## src/rtl/cnt_pkg.sv

```systemverilog
package cnt_pkg;
  typedef struct packed {
    logic load;
    logic advance;
  } cntStrobe_t;
endpackage

```

## src/rtl/cnt_ctrl.sv

```systemverilog
module cnt_ctrl
  import cnt_pkg::*;
#(
  parameter int STAGE_W = 4
) (
  input  logic               loadN,
  input  logic               enP,
  input  logic               enT,
  input  logic [STAGE_W-1:0] curQ,
  output cntStrobe_t         strb,
  output logic               tcOut
);
  // Load outranks counting; counting needs both enables.
  always_comb begin
    strb.load    = !loadN;
    strb.advance = loadN && enP && enT;
    tcOut        = enT && (&curQ);
  end
endmodule

```

## src/rtl/cnt_datapath.sv

```systemverilog
module cnt_datapath
  import cnt_pkg::*;
#(
  parameter int STAGE_W = 4
) (
  input  logic               clk,
  input  logic               rstN,
  input  cntStrobe_t         strb,
  input  logic [STAGE_W-1:0] presetVal,
  output logic [STAGE_W-1:0] q
);
  always_ff @(posedge clk or negedge rstN) begin
    if (!rstN)             q <= '0;
    else if (strb.load)    q <= presetVal;
    else if (strb.advance) q <= q + 1'b1;
  end
endmodule

```

## src/rtl/cnt_stage.sv

```systemverilog
module cnt_stage
  import cnt_pkg::*;
#(
  parameter int STAGE_W = 4
) (
  input  logic               clk,
  input  logic               rstN,
  input  logic               loadN,
  input  logic               enP,
  input  logic               enT,
  input  logic [STAGE_W-1:0] presetVal,
  output logic [STAGE_W-1:0] q,
  output logic               tcOut
);
  cntStrobe_t strb;

  cnt_ctrl #(.STAGE_W(STAGE_W)) u_ctrl (
    .loadN(loadN), .enP(enP), .enT(enT), .curQ(q),
    .strb(strb), .tcOut(tcOut)
  );

  cnt_datapath #(.STAGE_W(STAGE_W)) u_dp (
    .clk(clk), .rstN(rstN), .strb(strb), .presetVal(presetVal), .q(q)
  );
endmodule

```

## src/rtl/casc_counter.sv

```systemverilog
module casc_counter #(
  parameter int NUM_STAGES = 3,
  parameter int STAGE_W    = 4,
  localparam int TOTAL_W   = NUM_STAGES * STAGE_W
) (
  input  logic               clk,
  input  logic               rstN,
  input  logic               loadN,
  input  logic [TOTAL_W-1:0] presetIn,
  input  logic               cntEnP,
  input  logic               cntEnT,
  output logic [TOTAL_W-1:0] countOut,
  output logic               termOut
);
  // carryChain[k] is the trickle enable of slice k; carryChain[NUM_STAGES] is the top flag.
  logic [NUM_STAGES:0] carryChain;

  assign carryChain[0] = cntEnT;

  for (genvar k = 0; k < NUM_STAGES; k++) begin : g_stage
    cnt_stage #(.STAGE_W(STAGE_W)) u_stage (
      .clk(clk),
      .rstN(rstN),
      .loadN(loadN),
      .enP(cntEnP),
      .enT(carryChain[k]),
      .presetVal(presetIn[STAGE_W*k +: STAGE_W]),
      .q(countOut[STAGE_W*k +: STAGE_W]),
      .tcOut(carryChain[k+1])
    );
  end

  assign termOut = carryChain[NUM_STAGES];
endmodule

```

## config.mk

```make
export PLATFORM = sky130hd
export DESIGN_NAME = casc_counter
export DESIGN_NICKNAME = d
export VERILOG_FILES = /design/src/rtl/cnt_pkg.sv /design/src/rtl/cnt_ctrl.sv /design/src/rtl/cnt_datapath.sv /design/src/rtl/cnt_stage.sv /design/src/rtl/casc_counter.sv
export SDC_FILE = /design/constraint.sdc
export NUM_CORES = 1
export LEC_CHECK = 0
export BUFFER_PORTS_ARGS = -buffer_cell sky130_fd_sc_hd__buf_2
export CORE_AREA = 2 2 43 45
export CTS_CLUSTER_DIAMETER = 80
export DETAILED_ROUTE_END_ITERATION = 16
export DIE_AREA = 0 0 45 47
export PLACE_DENSITY_LB_ADDON = 0.05
export SKIP_LAST_GASP = 1
export SYNTH_ARGS = -nofsm -noshare
export SYNTH_HDL_FRONTEND = slang
export SYNTH_SLANG_ARGS = --single-unit
```

## constraint.sdc

```tcl
create_clock -name clk -period 1.74 [get_ports clk]
set_input_delay 0.261 -clock clk [delete_from_list [all_inputs] [get_ports clk]]
set_output_delay 0.261 -clock clk [all_outputs]
set_load 0.03 [all_outputs]
```

==> results.cfg <==
[setup_path]
worstRegToRegCells = 5
worstPathMaxFanout = 4
r2r_setup_slack_ns = 0.06
path_class = flop to output pin
r2r-start = g_stage[0].u_stage.u_dp.q[0]
critPathArrivalTime_ns = 1.43
cp-end-kind = output pin
start_kind = flop
reg2reg_to = g_stage[1].u_stage.u_dp.q[3]
critical_path_required_ns = 1.48

[yosys]
yosysWarnings = 0
syn_area_per_cell_sq_um = 8.91
synth_top_cells_by_area = dfrtp_1, a31oi_1, nor2_1, ha_1, o21ai_0
ys_ff_latch = 12
synthCells = 80
synth_nets = 100
synthFlopType = dfrtp_1
ys_types = 24
synth_edf_count = 0
yosysMostFrequentCell = dfrtp_1
synth_commonest_cells = dfrtp_1, nor2_1, a31oi_1
async_flop_share_pct = 100
yosysSeqAreaShare_pct = 42.1
synth_area_leader_cell = dfrtp_1
yosysTopAreaCellShare_pct = 42.1
synthesis.area_sq_um = 713

[placement]
port_buffers = 29
place_hpwl_microns = 1160
place.gp.congestion = 0.736

[final_layout]
fillers = 161
antennaDiodeCount = 0
drive_gt1_share_pct = 39.8
finish.net_count = 139
biggestRegsByFlops = g_stage.u_stage.u_dp.q (12)
multi_input_area_sq_um = 400
area_growth_syn_to_layout_pct = 39.5
max_flop_register = g_stage.u_stage.u_dp.q
largest_reg_flops = 12
seq_area_sq_um = 300

[floorplanning]
start_util_pct = 43.2
core-area_sq_mm = 0.00165
io_pins = 30
rows = 15
die-area_sq_mm = 0.00212
die_w_microns = 45
die_height_microns = 47

[clocking]
cts.sinks = 12
clk_path_buf_depth = 2
cts_tree = done
cts_root_buf = clkbuf_4
numCtsBuffers = 3
insertion_delay_ns = 0.28
clk_pin_slew_worst_paths_ns = 0.07
htree_levels = 1

[global_routing]
antenna_found_initial = 0
grt_max_degree = 26
grt_pass1_vias = 602
track_usage_pct = 16.2
grt_pass1_wl_microns = 2520
gr-total-overflow = 0

[worst_hold_path]
worstHoldPathCells = 3
min_from = presetIn[3]
min_path_type = input port to flop
holdPathEnd = g_stage[0].u_stage.u_dp.q[3]

[pwr]
cellLeakagePower_uw = 0.000446
pwr_density_cell_mw_per_mm2 = 808
pwr-share-clk_pct = 27.9
p_comb_share_pct = 29.7
seqPwrFrac_pct = 42.4
switching_share_pct = 34.2
vdd_drop_max_mv = 0.486
p_switching_uw = 275
internal_power_uw = 529

[timing]
clock-skew-final_ns = 0.00589
worst_slew_pin_slew_ns = 0.390
slew_violations = 0
period_needed_ns = 1.69
hold_violations = 0
rsz0062_at_grt = yes
relSlewSlack_pct = 74.0
finalCritPeriodShare_pct = 97.1
max_freq_ghz = 0.592
whs_ns = 0.221
finalSetupViolations = 0
fin_setup_tns_ns = 0

[routing]
post_drt_wl_per_cell_microns = 12.5
remaining_drc_errors = 0
vias_per_cell = 5.53
detail-route-antenna-nets = 0
routed_wl_microns = 1690
drtIter0Drc = 6
num_vias = 746
dr.pass1.iters = 5

[run_status]
outcome = finished, final reports clean

[run]
cap_violations = 0
[repair_timing]
action                                  in CTS  in global routing
setup buffers                                3                  3
gates resized for setup                      4                  1
hold buffers                                 1                  0
endpoints found under the setup margin       1                  5
pin swaps                                    2                  0
cloned                                       0                  0
hold endpoints to repair                    12                  0
[power by group through the flow]
stage                     Clock [uW]  Sequential, uW  Combinational [uW]
after floorplan                    0             400                83.1
after global placement             0             345                 213
after detailed placement           0             347                 215
after CTS                        228             340                 230
after global routing             245             345                 264
final                            225             341                 238
[cell families after synthesis]
kind of cell	synth area share (%)
xor+xnor	2.46
mux	1.40
simple gates	26.3
compound gates	18.1
flops	42.1
buf+inv	4.38
fa+ha+maj	5.26
[critical path: stages (launching register included)]
cell and delay (ns):
dfrtp_1 0.41, ha_2 0.24, nand4_1 0.15, nor3_4 0.20, buf_6 0.15
[layout by cell type (no fill, tap or decap), types with 2 or more instances in the layout]
cell and instances:
nand4_1 3, nand2_1 3, a31oi_1 8, buf_2 28
xor2_1 2, or4_1 3, ha_2 2, nand3_1 4
nor2_1 11, or3_1 3, buf_4 8, o21ai_0 5
clkbuf_4 3, dfrtp_1 12, o31ai_1 3, inv_1 4
a21oi_1 3, nand2b_1 2
[worst max path at each step]
stage / to / startpoint / slack, ns
6_report: termOut / g_stage[1].u_stage.u_dp.q[0] / 0.05
2_1_floorplan: g_stage[2].u_stage.u_dp.q[1] / g_stage[0].u_stage.u_dp.q[0] / 0.05
5_1_grt: g_stage[1].u_stage.u_dp.q[3] / g_stage[0].u_stage.u_dp.q[0] / -0.03
3_3_place_gp: g_stage[1].u_stage.u_dp.q[3] / g_stage[0].u_stage.u_dp.q[1] / 0.10
3_5_place_dp: g_stage[1].u_stage.u_dp.q[3] / g_stage[0].u_stage.u_dp.q[1] / 0.03
4_1_cts: termOut / g_stage[1].u_stage.u_dp.q[0] / 0.02
[layout make-up]
cell class                 instances  area share, %
multi-input combinational         60           40.3
sequential                        12           30.2
timing repair buffer              38           22.3
clock buffer                       4           3.65
inverter                           4           1.51
tap                               17           2.14
[through the flow]
step | total power (uW) | utilization [%] | worst slack [ns] | cell area [sq um] | instances
after CTS | 799 | 58.7 | 0.0192 | 970 | 132
after global placement | 558 | 53.9 | 0.105 | 890 | 124
after global routing | 854 | 60.2 | -0.0346 | 995 | 135
final | 804 | 60.2 | 0.0507 | 995 | 135
after floorplan | 483 | - | 0.0535 | 724 | 80
after detailed placement | 562 | 53.9 | 0.0306 | 890 | 124
[layer usage]
metal  wire (microns)  vias up  track usage (%)
li1                 -      375                -
met1              748      329             21.9
met2              782       35             26.0
met3              119        7             2.31
met4               34        0             7.06
met5                0        -                0
No activity file was read; power rests on OpenSTA's default activity.
